===== src/rtl/ebwa_pkg.sv =====
package ebwa_pkg;
  localparam int unsigned DATA_W = 32;
  localparam int unsigned LANES  = DATA_W / 8;
  localparam int unsigned EXT_W  = 16;
  localparam int unsigned IDX_W  = 2;

  typedef enum logic [1:0] {
    SZ_BYTE = 2'd0,
    SZ_HALF = 2'd1,
    SZ_WORD = 2'd2
  } size_e;

  // last beat index for a given device width and size
  function automatic logic [IDX_W-1:0] last_beat(input logic x16, input logic [1:0] sz);
    if (x16) return (sz[1]) ? 2'd1 : 2'd0;
    if (sz[1]) return 2'd3;
    return (sz == SZ_HALF) ? 2'd1 : 2'd0;
  endfunction

  function automatic logic [LANES-1:0] req_lanes(input logic [1:0] sz, input logic [1:0] off);
    if (sz[1]) return 4'b1111;
    if (sz == SZ_HALF) return off[1] ? 4'b1100 : 4'b0011;
    return 4'b0001 << off;
  endfunction
endpackage


===== src/rtl/ebwa_lane_map.sv =====
module ebwa_lane_map
  import ebwa_pkg::*;
(
  input  logic              dev_x16_i,
  input  logic [1:0]        size_i,
  input  logic              write_i,
  input  logic [1:0]        req_off_i,
  input  logic [1:0]        beat_off_i,
  input  logic [DATA_W-1:0] wdata_i,
  input  logic [EXT_W-1:0]  ext_rdata_i,
  output logic [EXT_W-1:0]  ext_wdata_o,
  output logic [1:0]        ext_be_no,
  output logic [LANES-1:0]  fill_lanes_o,
  output logic [DATA_W-1:0] fill_data_o
);
  logic [LANES-1:0] beat_lanes;

  always_comb begin
    if (dev_x16_i) begin
      beat_lanes  = beat_off_i[1] ? 4'b1100 : 4'b0011;
      ext_wdata_o = beat_off_i[1] ? wdata_i[31:16] : wdata_i[15:0];
      fill_data_o = {2{ext_rdata_i}};
      if (write_i && size_i == SZ_BYTE)
        ext_be_no = req_off_i[0] ? 2'b01 : 2'b10;
      else
        ext_be_no = 2'b00;
    end else begin
      beat_lanes  = 4'b0001 << beat_off_i;
      ext_wdata_o = {8'h00, wdata_i[8*beat_off_i +: 8]};
      fill_data_o = {LANES{ext_rdata_i[7:0]}};
      ext_be_no   = 2'b11;
    end
    fill_lanes_o = beat_lanes & req_lanes(size_i, req_off_i);
  end
endmodule


===== src/rtl/ebwa_beat_seq.sv =====
module ebwa_beat_seq
  import ebwa_pkg::*;
(
  input  logic             clk_i,
  input  logic             rst_ni,
  input  logic             start_i,
  input  logic             dev_x16_i,
  input  logic [1:0]       size_i,
  input  logic             ext_ready_i,
  output logic             busy_o,
  output logic [IDX_W-1:0] idx_o,
  output logic             hs_o,
  output logic             done_o,
  output logic             rsp_o
);
  logic             busy_q, rsp_q;
  logic [IDX_W-1:0] idx_q, last_q;

  assign hs_o   = busy_q & ext_ready_i;
  assign done_o = hs_o && (idx_q == last_q);

  always_ff @(posedge clk_i or negedge rst_ni) begin
    if (!rst_ni) begin
      busy_q <= 1'b0;
      idx_q  <= '0;
      last_q <= '0;
      rsp_q  <= 1'b0;
    end else begin
      rsp_q <= done_o;
      if (start_i) begin
        busy_q <= 1'b1;
        idx_q  <= '0;
        last_q <= last_beat(dev_x16_i, size_i);
      end else if (hs_o) begin
        if (done_o) busy_q <= 1'b0;
        else        idx_q  <= idx_q + 1'b1;
      end
    end
  end

  assign busy_o = busy_q;
  assign idx_o  = idx_q;
  assign rsp_o  = rsp_q;


  rsp_single_chk: assert property (@(posedge clk_i) disable iff (!rst_ni)
    rsp_q |=> !rsp_q);

  no_start_busy_chk: assert property (@(posedge clk_i) disable iff (!rst_ni)
    start_i |-> !busy_q);
endmodule


===== src/rtl/ebwa_rd_assemble.sv =====
module ebwa_rd_assemble
  import ebwa_pkg::*;
(
  input  logic              clk_i,
  input  logic              rst_ni,
  input  logic              clear_i,
  input  logic              fill_en_i,
  input  logic [LANES-1:0]  lanes_i,
  input  logic [DATA_W-1:0] data_i,
  output logic [DATA_W-1:0] rdata_o
);
  for (genvar g = 0; g < LANES; g++) begin : g_lane
    logic [7:0] lane_q;
    always_ff @(posedge clk_i or negedge rst_ni) begin
      if (!rst_ni)                     lane_q <= '0;
      else if (clear_i)                lane_q <= '0;
      else if (fill_en_i && lanes_i[g]) lane_q <= data_i[8*g +: 8];
    end
    assign rdata_o[8*g +: 8] = lane_q;
  end


  clear_zero_chk: assert property (@(posedge clk_i) disable iff (!rst_ni)
    clear_i |=> rdata_o == '0);
endmodule


===== src/rtl/ebus_width_adapter.sv =====
module ebus_width_adapter
  import ebwa_pkg::*;
#(
  parameter int unsigned ADDR_W = 24
) (
  input  logic              clk_i,
  input  logic              rst_ni,
  input  logic              req_valid_i,
  output logic              req_ready_o,
  input  logic [ADDR_W-1:0] req_addr_i,
  input  logic [1:0]        req_size_i,
  input  logic              req_write_i,
  input  logic [31:0]       req_wdata_i,
  input  logic              dev_x16_i,
  output logic              rsp_valid_o,
  output logic [31:0]       rsp_rdata_o,
  output logic              ext_valid_o,
  input  logic              ext_ready_i,
  output logic [ADDR_W-1:0] ext_addr_o,
  output logic              ext_write_o,
  output logic [15:0]       ext_wdata_o,
  output logic [1:0]        ext_be_no,
  input  logic [15:0]       ext_rdata_i
);
  logic              busy, start, hs, done;
  logic [IDX_W-1:0]  idx;
  logic [ADDR_W-1:0] addr_q, base, beat_addr;
  logic [1:0]        size_q;
  logic              write_q, x16_q;
  logic [31:0]       wdata_q, fill_data;
  logic [LANES-1:0]  fill_lanes;

  assign req_ready_o = !busy;
  assign start       = req_valid_i && !busy;

  always_ff @(posedge clk_i or negedge rst_ni) begin
    if (!rst_ni) begin
      addr_q  <= '0;
      size_q  <= SZ_BYTE;
      write_q <= 1'b0;
      x16_q   <= 1'b0;
      wdata_q <= '0;
    end else if (start) begin
      addr_q  <= req_addr_i;
      size_q  <= req_size_i;
      write_q <= req_write_i;
      x16_q   <= dev_x16_i;
      wdata_q <= req_wdata_i;
    end
  end

  always_comb begin
    base = addr_q;
    if (size_q[1])            base[1:0] = 2'b00;
    else if (size_q == SZ_HALF) base[0] = 1'b0;
    beat_addr = base + (ADDR_W'(idx) << x16_q);
  end

  ebwa_beat_seq u_seq (
    .clk_i       (clk_i),
    .rst_ni      (rst_ni),
    .start_i     (start),
    .dev_x16_i   (dev_x16_i),
    .size_i      (req_size_i),
    .ext_ready_i (ext_ready_i),
    .busy_o      (busy),
    .idx_o       (idx),
    .hs_o        (hs),
    .done_o      (done),
    .rsp_o       (rsp_valid_o)
  );

  ebwa_lane_map u_map (
    .dev_x16_i    (x16_q),
    .size_i       (size_q),
    .write_i      (write_q),
    .req_off_i    (addr_q[1:0]),
    .beat_off_i   (beat_addr[1:0]),
    .wdata_i      (wdata_q),
    .ext_rdata_i  (ext_rdata_i),
    .ext_wdata_o  (ext_wdata_o),
    .ext_be_no    (ext_be_no),
    .fill_lanes_o (fill_lanes),
    .fill_data_o  (fill_data)
  );

  ebwa_rd_assemble u_asm (
    .clk_i     (clk_i),
    .rst_ni    (rst_ni),
    .clear_i   (start),
    .fill_en_i (hs && !write_q),
    .lanes_i   (fill_lanes),
    .data_i    (fill_data),
    .rdata_o   (rsp_rdata_o)
  );

  assign ext_valid_o = busy;
  assign ext_write_o = write_q;
  assign ext_addr_o  = x16_q ? {1'b0, beat_addr[ADDR_W-1:1]} : beat_addr;


  beat_hold_chk: assert property (@(posedge clk_i) disable iff (!rst_ni)
    (ext_valid_o && !ext_ready_i) |=>
      (ext_valid_o && $stable(ext_addr_o) && $stable(ext_wdata_o)));

  ready_busy_excl_chk: assert property (@(posedge clk_i) disable iff (!rst_ni)
    !(req_ready_o && ext_valid_o));

  rsp_after_beat_chk: assert property (@(posedge clk_i) disable iff (!rst_ni)
    rsp_valid_o |-> $past(ext_valid_o && ext_ready_i));

  beat_step_chk: assert property (@(posedge clk_i) disable iff (!rst_ni)
    (hs && !done) |=> (ext_valid_o && ext_addr_o == $past(ext_addr_o) + 1'b1));

  x8_mask_chk: assert property (@(posedge clk_i) disable iff (!rst_ni)
    (ext_valid_o && !x16_q) |-> ext_be_no == 2'b11);
endmodule


===== config.mk =====
export PLATFORM = sky130hd
export DESIGN_NAME = ebus_width_adapter
export DESIGN_NICKNAME = d
export VERILOG_FILES = /design/src/rtl/ebwa_pkg.sv /design/src/rtl/ebwa_lane_map.sv /design/src/rtl/ebwa_beat_seq.sv /design/src/rtl/ebwa_rd_assemble.sv /design/src/rtl/ebus_width_adapter.sv
export SDC_FILE = /design/constraint.sdc
export NUM_CORES = 1
export LEC_CHECK = 0
export ABC_AREA = 1
export BUFFER_PORTS_ARGS = -buffer_cell sky130_fd_sc_hd__clkbuf_2
export CORE_MARGIN = 1
export CORE_UTILIZATION = 49
export CTS_BUF_LIST = sky130_fd_sc_hd__clkbuf_8
export CTS_CLUSTER_SIZE = 14
export DETAILED_ROUTE_END_ITERATION = 8
export GPL_TIMING_DRIVEN = 0
export PLACE_DENSITY = 0.91
export SLEW_MARGIN = 0
export SYNTH_ARGS = -nofsm -noshare
export SYNTH_HDL_FRONTEND = slang
export SYNTH_SLANG_ARGS = --single-unit

===== constraint.sdc =====
create_clock -name clk_i -period 2.55 [get_ports clk_i]
set_input_delay 0 -clock clk_i [delete_from_list [all_inputs] [get_ports clk_i]]
set_output_delay 0 -clock clk_i [all_outputs]
set_load 0.005 [all_outputs]

# Word-level counts from Yosys, hierarchy flattened
# Index checks and enable logic that the tools add are counted.
dict set report word_totals {
  register_bits 98
  in_bits 80
  out_inout_bits 78
  elab_cells 89
}
dict set report op_classes {
  addsub 2
  n_eq_ne 4
  n_shift 4
  muxes 45
  bitwise_logic 2
  reduce_logical 19
}
# op n
set ops {}
lappend ops {{8-bit two-way mux} 8}
lappend ops {{16-bit two-way mux} 2}
lappend ops {{32-bit two-way mux} 1}
lappend ops {{32-bit by 6-bit variable part select with 8-bit output} 1}
lappend ops {{4-bit two-way mux} 7}
lappend ops {{24-bit adder} 1}
lappend ops {{24-bit two-way mux} 1}
lappend ops {{2-bit by 1-bit left shift with 24-bit output} 1}
lappend ops {{2-bit two-way mux} 10}
lappend ops {{1-bit two-way mux} 16}
lappend ops {{2-bit nonzero test} 6}
lappend ops {{1-bit logical AND} 8}
lappend ops {{1-bit by 2-bit left shift with 4-bit output, first input constant} 2}
lappend ops {{4-bit AND} 1}
lappend ops {{2-bit by 1-bit == test with 1-bit output, second input constant} 2}
lappend ops {{2-bit AND reduction} 2}
lappend ops {{2-bit by 1-bit adder with 2-bit output, second input constant} 1}
lappend ops {{2-bit == test} 1}
lappend ops {{1-bit logical NOT} 2}
lappend ops {{2-bit logical NOT} 1}
lappend ops {{2-bit inequality test, second input constant} 1}
lappend ops {{1-bit AND} 1}

# Longest topological paths before layout
# Gate-level depths: netlist of the first run.
dict set report logic_depth {
  ltp_word 10
  depth_mapped 16
  ltp_nobuf 14
}

# By module
# From an unflattened synthesis of the first run, not the netlist that was laid out.
dict set report hier_totals {
  hier_cells 898
  area_unflattened_um2 5983.2
}
# module instances cells_per_inst area_each_um2 seq_area_each_um2
set by_module_without_submodules {}
lappend by_module_without_submodules {ebus_width_adapter 1 484 3309.4 1501.4}
lappend by_module_without_submodules {ebwa_rd_assemble 1 208 1555.2 800.8}
lappend by_module_without_submodules {ebwa_lane_map 1 169 818.3 0.0}
lappend by_module_without_submodules {ebwa_beat_seq 1 37 300.3 150.1}

# Worst setup path after synthesis of the first run
# No wires, ideal clock.
dict set report synth_timing {
  path_type {reg-to-reg}
  start {register x16_q}
  end {register u_asm.g_lane[1].lane_q[6]}
  setup_ps 119
  arrival_ps 2496
  required_ps 2431
  slack_ps -65
  stages_incl_launch_ff 15
  path_buffers 4
  synth_period_minus_slack_ps 2615
  path_cell_list {dfrtp_1 buf_2 clkbuf_1 buf_2 nor2_1 ha_1 inv_1 fa_1 buf_6 nand2_1 nand2_2 nand3_4 nand2_4 nand2_1 and2_1}
}
dict set report synth_between {
  elab_chain_len 7
  elab_cells_between_ends 11
  cone_classes {1 x add/sub; 2 x shift; 5 x mux; 1 x bitwise; 2 x reduce/logical}
}
# element line
set synth_lines {}
lappend synth_lines {{start: declaration} ebus_width_adapter.sv:29} ;# logic write_q, x16_q;
lappend synth_lines {{start signal: assignment} ebus_width_adapter.sv:47} ;# x16_q <= dev_x16_i;
lappend synth_lines {{2-bit by 1-bit left shift with 24-bit output} ebus_width_adapter.sv:56} ;# beat_addr = base + (ADDR_W'(idx) << x16_q);
lappend synth_lines {{24-bit adder} ebus_width_adapter.sv:56}
lappend synth_lines {{1-bit by 2-bit left shift with 4-bit output or 4-bit two-way mux (tied branches)} {ebwa_lane_map.sv:28, ebwa_lane_map.sv:20}}
lappend synth_lines {{4-bit two-way mux} ebwa_lane_map.sv:19} ;# if (dev_x16_i) begin
lappend synth_lines {{4-bit AND} ebwa_lane_map.sv:33} ;# fill_lanes_o = beat_lanes & req_lanes(size_i, req_off_i);
lappend synth_lines {{1-bit logical AND} ebwa_rd_assemble.sv:17} ;# else if (fill_en_i && lanes_i[g]) lane_q <= data_i[8*g +: 8];
lappend synth_lines {{2-bit nonzero test (no source line)} -}
lappend synth_lines {{end signal: assignment} ebwa_rd_assemble.sv:17}
lappend synth_lines {{end: declaration} ebwa_rd_assemble.sv:13} ;# logic [7:0] lane_q;
# Parallel ways exist; a longest one is shown, timed or not. The select of a mux whose other input is x is not followed.
# A chain may end at the register's enable or synchronous reset.

# Worst setup path after layout of the first run
dict set report layout_timing {
  start {register size_q[0]}
  end {output ext_wdata_o[4]}
}
dict set report layout_between {
  elab_chain_len 6
  elab_cells_between_ends 7
  cone_classes {1 x add/sub; 1 x eq/ne; 1 x shift; 4 x mux}
}
# element line
set layout_lines {}
lappend layout_lines {{start: declaration} ebus_width_adapter.sv:28} ;# logic [1:0] size_q;
lappend layout_lines {{start signal: assignment} ebus_width_adapter.sv:45} ;# size_q <= req_size_i;
lappend layout_lines {{2-bit by 1-bit == test with 1-bit output (*)} ebus_width_adapter.sv:55} ;# else if (size_q == SZ_HALF) base[0] = 1'b0;
lappend layout_lines {{1-bit two-way mux (*)} ebus_width_adapter.sv:55}
lappend layout_lines {{1-bit two-way mux (*)} ebus_width_adapter.sv:54} ;# if (size_q[1]) base[1:0] = 2'b00;
lappend layout_lines {{24-bit adder (*)} ebus_width_adapter.sv:56}
lappend layout_lines {{32-bit by 6-bit variable part select with 8-bit output or 16-bit two-way mux (tied branches)} {ebwa_lane_map.sv:29, ebwa_lane_map.sv:21}}
lappend layout_lines {{16-bit two-way mux (*)} ebwa_lane_map.sv:19}
lappend layout_lines {{end: declaration} ebus_width_adapter.sv:21} ;# output logic [15:0] ext_wdata_o,
# Mark *: on every way between the ends. The rest lies on a longest branch, timed or not.

==> results.sh, run 1 <==
export IMPL_status="finished, violations left"
export IMPL_violations="negative setup slack"
export IMPL_vias=6583
export IMPL_grt_pass1_wl_um=29600
export IMPL_synth_cell_type_count=35
export IMPL_placementRows=37
export IMPL_syn_area_per_cell_um2=7.39
export IMPL_instances_no_fill=1150
export IMPL_pre_cts_slack_ns=-0.519
export IMPL_layout_nets=1093
export IMPL_yosysTopAreaCell="dfrtp_1"
export IMPL_hold_depth=5
export IMPL_async_flop_share=1.00
export IMPL_pin_count=158
export IMPL_rsz0062_at_grt="true"
export IMPL_netlist_area_leader_share=0.453
export IMPL_drcViolationCount=0
export IMPL_fin_crit_ns=2.66
export IMPL_drtIter0Drc=862
export IMPL_wl_um=20700
export IMPL_io_buffers=157
export IMPL_fin_area_um2=8110
export IMPL_routabilityCongestion=0.926
export IMPL_synthFlopType="dfrtp_1"
export IMPL_cts_tree="done"
export IMPL_hpwl_um=12000
export IMPL_hold_start="ext_rdata_i[15]"
export IMPL_numCtsBuffers=9
export IMPL_fin_worst_skew_ns=0.0145
export IMPL_syn_area_um2=5410
export IMPL_antenna_found_initial=0
export IMPL_max_stage_delay_ns=0.65
export IMPL_max_slew_margin=0.440
export IMPL_numClockSinks=98
export IMPL_timing_rr_end="u_asm.g_lane[0].lane_q[5]"
export IMPL_rr_startpoint="size_q[0]"
export IMPL_r2r_slack_ns=-0.07
export IMPL_viasPerCell=5.72
export IMPL_gr_total_overflow=0
export IMPL_dp_cells=1026
export IMPL_setup_violations=56
export IMPL_ant_nets=0
export IMPL_syn_instance_count=732
export IMPL_hp_class="input port to flip-flop"
export IMPL_design_core_area_um2=10500
export IMPL_start_kind="flip-flop"
export IMPL_yosys_warnings=0
export IMPL_synth_ff_latch_count=98
export IMPL_syn_nets=816
export IMPL_holdPathEnd="u_asm.g_lane[1].lane_q[7]"
export IMPL_finalMaxSlewViolations=0
export IMPL_drive_gt1_frac=0.317
export IMPL_synth_common_cells="293 x nand2_1, 98 x dfrtp_1, 71 x nand3_1"
export IMPL_arrival_ns=2.66
export IMPL_cp_cell_sequence="nor3_4 -> ha_4 -> inv_2 -> fa_2 -> buf_6 -> buf_4 -> nand3_1 -> nand3_1 -> clkbuf_2"
export IMPL_cpMaxStageDelayCell="fa_2"
export IMPL_synth_area_leaders="dfrtp_1 45%, nand2_1 20%, nand3_1 6.6%, o21ai_0 4.8%, inv_1 3.3%"
export IMPL_postPlaceCellArea_um2=6400
export IMPL_fin_crit_sh=1.04
export IMPL_power_density_nw_per_um2=1310
export IMPL_fmax_mhz=377
export IMPL_synth_edf_count=0
export IMPL_die_area_um2=11500
export IMPL_crit_fanout=8
export IMPL_die_w_um=107
export IMPL_worstMarginPinSlew_ns=0.840
export IMPL_clkLatencyLatePin_ns=0.39
export IMPL_htreeDepth=3
export IMPL_grt_pass1_vias=6123
export IMPL_crit_type="flip-flop to output pin"
export IMPL_endpoint_kind="output pin"
export IMPL_drt_first_pass_iters=6
export IMPL_wl_per_cell_um=18.0
export IMPL_hold_violations=0
export IMPL_maxCapViolations=0
export IMPL_setup_ws_ns=-0.106
export IMPL_clockBufferDepth=2
export IMPL_reg2reg_depth=11
export IMPL_leakagePower_nw=4.15
export IMPL_crit_required_ns=2.55
export IMPL_clk_pin_slew_worst_paths_ns=0.10
export IMPL_fp_dieH_um=107
export IMPL_max_vdd_ir_drop_mv=0.788
export IMPL_area_growth_pct=49.9
export IMPL_crit_top_cell="nand3_1"
export IMPL_synth_seq_area_share=0.453
export IMPL_yosysMostFrequentCell="nand2_1"
export IMPL_cts_root_buf="clkbuf_8"
export IMPL_diodes=0
export IMPL_fin_util=0.771
export IMPL_grt_usage=0.338
export IMPL_grt_start_max_net_pins=59
export IMPL_initial_core_util=0.515
-- cell families after synthesis --
logic type | share of synthesized area
DFF | 0.453
buffers and inverters | 0.0692
adders and majority gates | 0.0106
xor gates and xnor gates | 0.0178
AOI/OAI and AO/OA | 0.0932
and+or+nand+nor | 0.356
-- area by class of cell --
class	count	area (µm²)
Timing Repair Buffer	266	1860
Inverter	53	201
Multi-Input combinational cell	553	3060
Clock buffer	10	138
Sequential cell	98	2450
Fill cell	691	2400
Tap cell	136	170
Clock inverter	6	48.8
Buffer	28	174
-- report_power, final --
group / switching [mW] / total (mW) / internal [mW]
Clock: 0.608 / 1.00 / 0.394
Combinational: 3.97 / 6.72 / 2.75
Sequential: 0.628 / 2.87 / 2.24
Total: 5.20 / 10.6 / 5.39
-- layout by cell type (no fill, tap or decap), drive strengths merged --
| cell type | instances |
|---|---|
| a21oi | 5 |
| and2 | 5 |
| buf | 48 |
| clkbuf | 180 |
| clkinv | 1 |
| clkinvlp | 2 |
| dfrtp | 98 |
| dlygate4sd3 | 76 |
| fa | 1 |
| ha | 3 |
| inv | 56 |
| nand2 | 312 |
| nand3 | 72 |
| nand3b | 9 |
| nand4 | 3 |
| nor2 | 42 |
| nor3 | 2 |
| o21ai | 66 |
| o21bai | 2 |
| o221ai | 1 |
| o22ai | 17 |
| or2 | 2 |
| xnor2 | 4 |
| xor2 | 7 |
-- worst max path at each step --
stage / startpoint / end / slack, ns / cells past startpoint
floorplan: x16_q / u_asm.g_lane[3].lane_q[6] / -0.0008 / 16
global placement: x16_q / u_asm.g_lane[2].lane_q[4] / -0.44 / 13
detailed placement: x16_q / u_asm.g_lane[2].lane_q[4] / -0.52 / 13
CTS: x16_q / ext_addr_o[14] / -0.08 / 14
global route: size_q[0] / ext_addr_o[22] / -0.19 / 12
finish: size_q[0] / ext_wdata_o[4] / -0.11 / 9
-- state kept, by name, summed over array words and instances (netlist names), 2 cells and up --
| signal | cells |
|---|---|
| u_asm.g_lane.lane_q | 32 |
| wdata_q | 32 |
| addr_q | 24 |
| size_q | 2 |
| u_seq.idx_o | 2 |
| u_seq.last_q | 2 |
-- per-layer routing --
layer / global-route usage / vias to the layer above / share of wire
met5: 0 / - / 0
met4: 0.155 / 0 / 0.048
met3: 0.0553 / 123 / 0.10
met2: 0.574 / 519 / 0.48
met1: 0.421 / 3036 / 0.37
li1: - / 2905 / -
-- worst max-delay path, delay by kind of cell, from the launching register on --
family,cells,cell delay (ns)
adder cells (fa/ha/maj),2,0.84
buffers and inverters,4,0.52
flip-flops,1,0.45
AND/OR/NAND/NOR,3,0.47
-- metrics by stage --
step / total power [mW] / hold slack (ns) / setup TNS (ns)
after floorplan: 5.73 / -0.296 / -0.00156
after global placement: 7.44 / 0.196 / -10.80
after detailed placement: 7.60 / 0.164 / -13.09
after CTS: 9.64 / 0.0437 / -1.09
after global routing: 11.2 / 0.0770 / -7.89
final: 10.6 / 0.0366 / -2.42
-- timing repair --
| item | 4_1_cts | 5_1_grt |
|---|---|---|
| hold buffers | 76 | 0 |
| setup endpoints to repair | 72 | 72 |
| buffers inserted | 25 | 6 |
| resized for setup | 69 | 40 |
| cloned | 1 | 3 |
| hold endpoints to repair | 140 | 0 |
| pin swaps | 25 | 18 |
Note: power is estimated with default switching activity, not from simulation.
==> inputs of run 2 (changes only) <==
CORE_MARGIN = not set   (was 1)
GPL_TIMING_DRIVEN = not set   (was 0)
==> run 2 against run 1 <==
Net effect:
- the flow still finishes with violations (negative setup slack)
- final cell count is 3.5% lower
- worst setup slack better by 0.029 ns
- clock power hardly changed
- sequential power is essentially flat
- count of clock-buffer cells in the layout shrank 1
- sequential cell count stayed put
- largest cell class unchanged
- largest power group unchanged
- highest routed layer unchanged
==> results.sh, run 2 (same netlist as run 1, synthesis figures left out) <==
export IMPL_status="finished, violations left"
export IMPL_violations="negative setup slack"
export IMPL_holdPathEnd="u_asm.g_lane[3].lane_q[3]"
export IMPL_grt_pass1_vias=5741
export IMPL_clkLatencyLatePin_ns=0.36
export IMPL_layout_nets=1054
export IMPL_fin_area_um2=7740
export IMPL_design_core_area_um2=10500
export IMPL_placementRows=37
export IMPL_finalMaxSlewViolations=0
export IMPL_r2r_slack_ns=-0.02
export IMPL_clockBufferDepth=2
export IMPL_p_clk_frac=0.103
export IMPL_hp_class="input port to flip-flop"
export IMPL_fin_tns_setup_ns=-0.315
export IMPL_crit_fanout=8
export IMPL_start_kind="flip-flop"
export IMPL_grt_start_max_net_pins=71
export IMPL_rsz0062_at_grt="true"
export IMPL_die_w_um=107
export IMPL_fin_worst_skew_ns=0.00975
export IMPL_max_vdd_ir_drop_mv=0.887
export IMPL_fp_dieH_um=107
export IMPL_io_buffers=157
export IMPL_htreeDepth=3
export IMPL_drive_gt1_frac=0.301
export IMPL_hpwl_um=10700
export IMPL_p_sw_frac=0.473
export IMPL_initial_core_util=0.515
export IMPL_antenna_found_initial=0
export IMPL_numCtsBuffers=9
export IMPL_grt_pass1_wl_um=27200
export IMPL_cts_root_buf="clkbuf_8"
export IMPL_max_stage_delay_ns=0.54
export IMPL_wl_um=17800
export IMPL_pin_count=158
export IMPL_cpMaxStageDelayCell="fa_2"
export IMPL_crit_type="flip-flop to output pin"
export IMPL_fin_crit_sh=1.03
export IMPL_routabilityCongestion=0.927
export IMPL_fin_crit_ns=2.63
export IMPL_setup_ws_ns=-0.0767
export IMPL_hold_depth=3
export IMPL_rr_startpoint="size_q[0]"
export IMPL_final_common_cell="nand2_1"
export IMPL_leakagePower_nw=4.05
export IMPL_reg2reg_depth=14
export IMPL_worstMarginPinSlew_ns=0.529
export IMPL_area_growth_pct=43.2
export IMPL_wl_per_cell_um=16.1
export IMPL_crit_required_ns=2.55
export IMPL_hold_violations=0
export IMPL_vias=6143
export IMPL_die_area_um2=11500
export IMPL_mostFrequentLayoutCells="281 x nand2_1, 154 x clkbuf_2, 97 x dfrtp_1"
export IMPL_grt_usage=0.303
export IMPL_hold_start="ext_rdata_i[11]"
export IMPL_cts_tree="done"
export IMPL_comb_power_share=0.609
export IMPL_arrival_ns=2.63
export IMPL_setup_violations=17
export IMPL_maxCapViolations=0
export IMPL_whs_ns=0.0182
export IMPL_critPathBufInv=4
export IMPL_clk_pin_slew_worst_paths_ns=0.10
export IMPL_endpoint_kind="output pin"
export IMPL_cp_startpoint="size_q[0]"
export IMPL_switching_power_mw=4.66
export IMPL_drtIter0Drc=694
export IMPL_drt_first_pass_iters=6
export IMPL_fmax_mhz=381
export IMPL_postPlaceCellArea_um2=6320
export IMPL_max_slew_margin=0.647
export IMPL_reg_largest_list="u_asm.g_lane.lane_q: 32 flops, wdata_q: 32 flops, addr_q: 24 flops"
export IMPL_viasPerCell=5.53
export IMPL_power_density_nw_per_um2=1270
export IMPL_timing_rr_end="u_asm.g_lane[3].lane_q[2]"
export IMPL_numClockSinks=98
export IMPL_p_seq_frac=0.288
export IMPL_drcViolationCount=0
export IMPL_ant_nets=0
export IMPL_internal_power_mw=5.20
export IMPL_diodes=0
export IMPL_cp_top_family="adder cells"
export IMPL_gr_total_overflow=0
export IMPL_cp_cell_sequence="nor3_4 -> ha_2 -> inv_2 -> fa_2 -> buf_6 -> nand2_4 -> buf_12 -> o22ai_2 -> nand2_1 -> nand3_2 -> clkbuf_2"
run 2: what timing repair did:
item,4_1_cts,5_1_grt
setup buffers,10,8
resized for setup,30,53
pin swaps,8,16
hold buffers,70,0
endpoints found under the setup margin,33,69
endpoints found under the hold margin,112,0
run 2: worst max-delay path by stage:
stage | endpoint | cells past startpoint | slack (ns)
CTS | ext_wdata_o[7] | 12 | -0.02
detailed placement | u_asm.g_lane[3].lane_q[4] | 12 | -0.03
finish | ext_wdata_o[0] | 11 | -0.08
global route | ext_wdata_o[0] | 12 | -0.24
global placement | u_asm.g_lane[3].lane_q[4] | 12 | 0.05
floorplan | u_asm.g_lane[3].lane_q[6] | 16 | -0.0008
run 2: final cells by class:
cell class,count,area [µm²]
Timing Repair Buffer,258,1810
Clock buffer,9,124
Multi-Input combinational cell,550,2910
Tap cell,136,170
Inverter,53,201
Sequential cell,98,2450
Clock inverter,6,68.8
Fill cell,713,2770
run 2: power groups by stage:
stage               logic, mW  clock network [mW]  registers [mW]
floorplan                3.07                   0            2.67
global placement         4.55                   0            2.76
detailed placement       4.67                   0            2.79
CTS                      5.27                1.03            2.76
global route             6.55                1.10            2.90
finish                   6.00                1.02            2.84
run 2: stage by stage:
| stage | utilization | total power [mW] | cells | setup slack (ns) |
|---|---|---|---|---|
| 2_1_floorplan | - | 5.73 | 732 | -0.000782 |
| 3_3_place_gp | 0.601 | 7.31 | 1007 | 0.0481 |
| 3_5_place_dp | 0.601 | 7.46 | 1007 | -0.0295 |
| 4_1_cts | 0.708 | 9.06 | 1102 | -0.0240 |
| 5_1_grt | 0.737 | 10.6 | 1110 | -0.239 |
| 6_report | 0.737 | 9.86 | 1110 | -0.0767 |
run 2: routing by layer:
layer  wire, µm  part of all wire  up-vias  GRT usage
li1           -                 -     2816          -
met1       6910              0.39     2889      0.380
met2       8910              0.50      368      0.522
met3       1390             0.078       70     0.0541
met4        651             0.036        0      0.115
met5          0                 0        -          0
run 2: worst reg2reg max path, cell delays in order, from the launching register on:
cell and delay (ns):
dfrtp_1 0.42, nor3_4 0.23, ha_2 0.23, inv_2 0.04
fa_2 0.43, buf_4 0.17, inv_4 0.09, nand2_8 0.10
nand2_2 0.10, nand2_2 0.06, nor3_4 0.25, nor2_4 0.07
buf_12 0.15, nand2_1 0.07, o21ai_2 0.05
==> inputs of run 3 (changes only) <==
ABC_AREA = not set   (was 1)
==> run 3 against run 2 <==
Net effect:
- the flow still finishes with violations (negative setup slack)
- largest power group unchanged
- clock power decreased by 6%
- combinational power decreased by 4.8%
- utilization decreased by 0.51 points
- area after synthesis increased by 0.28%
- via count decreased by 11%
- non-clock buffer count increased by 20
- synthesized cell count decreased by 20%
- total power decreased by 1.4%
- fmax decreased by 6.1%
- critical path type unchanged
- final cell count decreased by 11%
- worst hold slack improved by 0.048 ns
- routed wire length decreased by 4.1%
==> results.sh, run 3 <==
export IMPL_synth_area_leaders="dfrtp_1 45%, nand2_1 14%, mux2i_1 7.9%, mux2_4 4.4%, nor2_1 3.4%"
export IMPL_initial_core_util=0.503
export IMPL_multi_input_area_um2=3100
export IMPL_synth_common_cells="197 x nand2_1, 98 x dfrtp_1, 49 x nor2_1"
export IMPL_ant_nets=0
export IMPL_synth_seq_area_share=0.452
export IMPL_drcViolationCount=0
export IMPL_wl_per_cell_um=17.3
export IMPL_synth_cell_type_count=54
export IMPL_netlist_area_leader_share=0.452
export IMPL_syn_instance_count=589
export IMPL_placementRows=38
export IMPL_final_common_cell="nand2_1"
export IMPL_mostFrequentLayoutCells="194 x nand2_1, 147 x clkbuf_2, 96 x dfrtp_1"
export IMPL_drive_gt1_frac=0.354
export IMPL_r2r_slack_ns=0.09
export IMPL_max_vdd_ir_drop_mv=0.834
export IMPL_max_slew_margin=0.499
export IMPL_die_w_um=107
export IMPL_arrival_ns=2.80
export IMPL_drtIter0Drc=458
export IMPL_pin_count=158
export IMPL_reg_largest_list="u_asm.g_lane.lane_q: 32 flops, wdata_q: 32 flops, addr_q: 24 flops"
export IMPL_yosys_warnings=0
export IMPL_hold_start="ext_rdata_i[14]"
export IMPL_yosysMostFrequentCell="nand2_1"
export IMPL_drt_first_pass_iters=5
export IMPL_grt_usage=0.291
export IMPL_hold_violations=0
export IMPL_fin_crit_ns=2.80
export IMPL_violations="negative setup slack"
export IMPL_maxCapViolations=0
export IMPL_power_density_nw_per_um2=1230
export IMPL_synth_edf_count=0
export IMPL_met1_length_um=6620
export IMPL_crit_required_ns=2.55
export IMPL_fin_worst_skew_ns=0.00753
export IMPL_fin_crit_sh=1.10
export IMPL_hpwl_um=9950
export IMPL_crit_fanout=5
export IMPL_diodes=0
export IMPL_setup_ws_ns=-0.246
export IMPL_clkLatencyLatePin_ns=0.39
export IMPL_gr_total_overflow=0
export IMPL_clk_pin_slew_worst_paths_ns=0.09
export IMPL_met3WireLength_um=1250
export IMPL_setup_violations=29
export IMPL_endpoint_kind="output pin"
export IMPL_crit_type="flip-flop to output pin"
export IMPL_fin_tns_setup_ns=-3.99
export IMPL_start_kind="flip-flop"
export IMPL_dr_max_layer_used="met4"
export IMPL_rr_startpoint="size_q[1]"
export IMPL_routabilityCongestion=0.892
export IMPL_synth_ff_latch_count=98
export IMPL_fmax_mhz=358
export IMPL_critPathBufInv=4
export IMPL_cpMaxStageDelayCell="dfrtp_1"
export IMPL_rsz0062_at_grt="true"
export IMPL_numClockSinks=98
export IMPL_area_growth_pct=45.6
export IMPL_clockBufferDepth=2
export IMPL_htreeDepth=3
export IMPL_vias=5485
export IMPL_yosysTopAreaCell="dfrtp_1"
export IMPL_cts_root_buf="clkbuf_8"
export IMPL_syn_area_um2=5420
export IMPL_max_stage_delay_ns=0.42
export IMPL_layout_nets=929
export IMPL_hp_class="input port to flip-flop"
export IMPL_numCtsBuffers=9
export IMPL_grt_pass1_wl_um=25600
export IMPL_worstMarginPinSlew_ns=0.751
export IMPL_cts_tree="done"
export IMPL_grt_pass1_vias=5232
export IMPL_viasPerCell=5.54
export IMPL_async_flop_share=1.00
export IMPL_status="finished, violations left"
export IMPL_regArea_um2=2450
export IMPL_io_buffers=157
export IMPL_wl_um=17100
export IMPL_syn_area_per_cell_um2=9.21
export IMPL_design_core_area_um2=10800
export IMPL_finalMaxSlewViolations=0
export IMPL_die_area_um2=11500
export IMPL_fill_cells=676
export IMPL_cp_top_family="simple AND/OR/NAND/NOR gates"
export IMPL_cp_cell_sequence="nor3b_4 -> ha_4 -> inv_2 -> fa_2 -> nor2b_4 -> o2111ai_4 -> buf_2 -> buf_4 -> o32a_1 -> nor2_1 -> a211oi_1 -> clkbuf_2"
export IMPL_grt_start_max_net_pins=58
export IMPL_routed_wl_met2_um=8690
export IMPL_synthFlopType="dfrtp_1"
export IMPL_leakagePower_nw=3.96
export IMPL_whs_ns=0.0665
export IMPL_cp_startpoint="size_q[1]"
export IMPL_fp_dieH_um=107
export IMPL_syn_nets=673
export IMPL_antenna_found_initial=0
run 3: cell count changes in the layout (fill, tap and decap cells not counted), moves of 9 or more:
| cell | previous run | this run |
|---|---|---|
| nor2_1 | 33 | 46 |
| inv_1 | 46 | 6 |
| nand2_2 | 20 | 2 |
| mux2i_1 | 0 | 40 |
| buf_4 | 22 | 38 |
| xnor2_1 | 0 | 11 |
| nand2_1 | 281 | 194 |
| buf_2 | 1 | 10 |
| nor3_1 | 0 | 9 |
| o21ai_1 | 10 | 1 |
| mux2_4 | 0 | 16 |
| o21ai_0 | 50 | 7 |
| o22ai_2 | 9 | 0 |
| nand3_1 | 58 | 10 |
run 3: worst paths after layout:
| check | end | cells after the start |
|---|---|---|
| setup / recovery | ext_addr_o[12] | 12 |
| hold / removal | u_asm.g_lane[1].lane_q[6] | 4 |
| min in group asynchronous | addr_q[14] | 2 |
| setup reg to reg | u_asm.g_lane[1].lane_q[7] | 9 |
| max in group asynchronous | wdata_q[8] | 3 |
| hold reg to reg | wdata_q[6] | 2 |
run 3: timing repair:
item,4_1_cts,5_1_grt
gates cloned,0,1
pin swaps,4,14
resized for setup,18,50
endpoints found under the hold margin,137,0
setup buffers,10,15
hold buffers,71,0
setup endpoints to repair,62,48
run 3: worst reg2reg max path: stages (launching register included):
cell	delay, ns
dfrtp_1	0.42
nor3b_4	0.27
ha_4	0.17
inv_2	0.03
fa_2	0.60
buf_4	0.16
nand2_8	0.06
o21ai_4	0.17
buf_12	0.16
mux2_4	0.30
run 3: per-layer routing:
metal / global-route usage / vias up
met4: 0.135 / 0
met5: 0 / -
met2: 0.501 / 313
met3: 0.0699 / 51
met1: 0.343 / 2621
li1: - / 2500
run 3: cell type report:
type | instances | area share
Clock buffer | 11 | 0.0192
Tap cell | 140 | 0.0222
Sequential cell | 98 | 0.311
Multi-Input combinational cell | 450 | 0.392
Clock inverter | 5 | 0.00349
Inverter | 8 | 0.00412
Timing Repair Buffer | 278 | 0.248
run 3: power breakdown:
part / internal [mW] / switching (mW)
clock network: 0.404 / 0.557
registers: 2.28 / 0.776
logic: 2.97 / 2.74
total: 5.66 / 4.07
run 3: through the flow:
step	power (mW)	std cells	worst slack [ns]	util	cell area, µm²
floorplan	5.96	589	-0.129	-	5480
global placement	7.55	879	-0.00977	0.604	6520
detailed placement	7.71	879	-0.116	0.604	6520
CTS	9.16	976	-0.208	0.701	7570
global route	10.3	990	-0.375	0.732	7900
finish	9.73	990	-0.246	0.732	7900
run 3: kinds of logic (layout without fill, tap and decap cells):
| group | Yosys count | after routing | synth area share |
|---|---|---|---|
| buffers and inverters | 41 | 302 | 0.0318 |
| adders and majority gates | 4 | 4 | 0.0106 |
| muxes | 69 | 69 | 0.161 |
| and+or+nand+nor | 303 | 303 | 0.240 |
| xor gates and xnor gates | 21 | 21 | 0.0339 |
| AOI/OAI and AO/OA | 53 | 53 | 0.0704 |
| DFF | 98 | 98 | 0.452 |
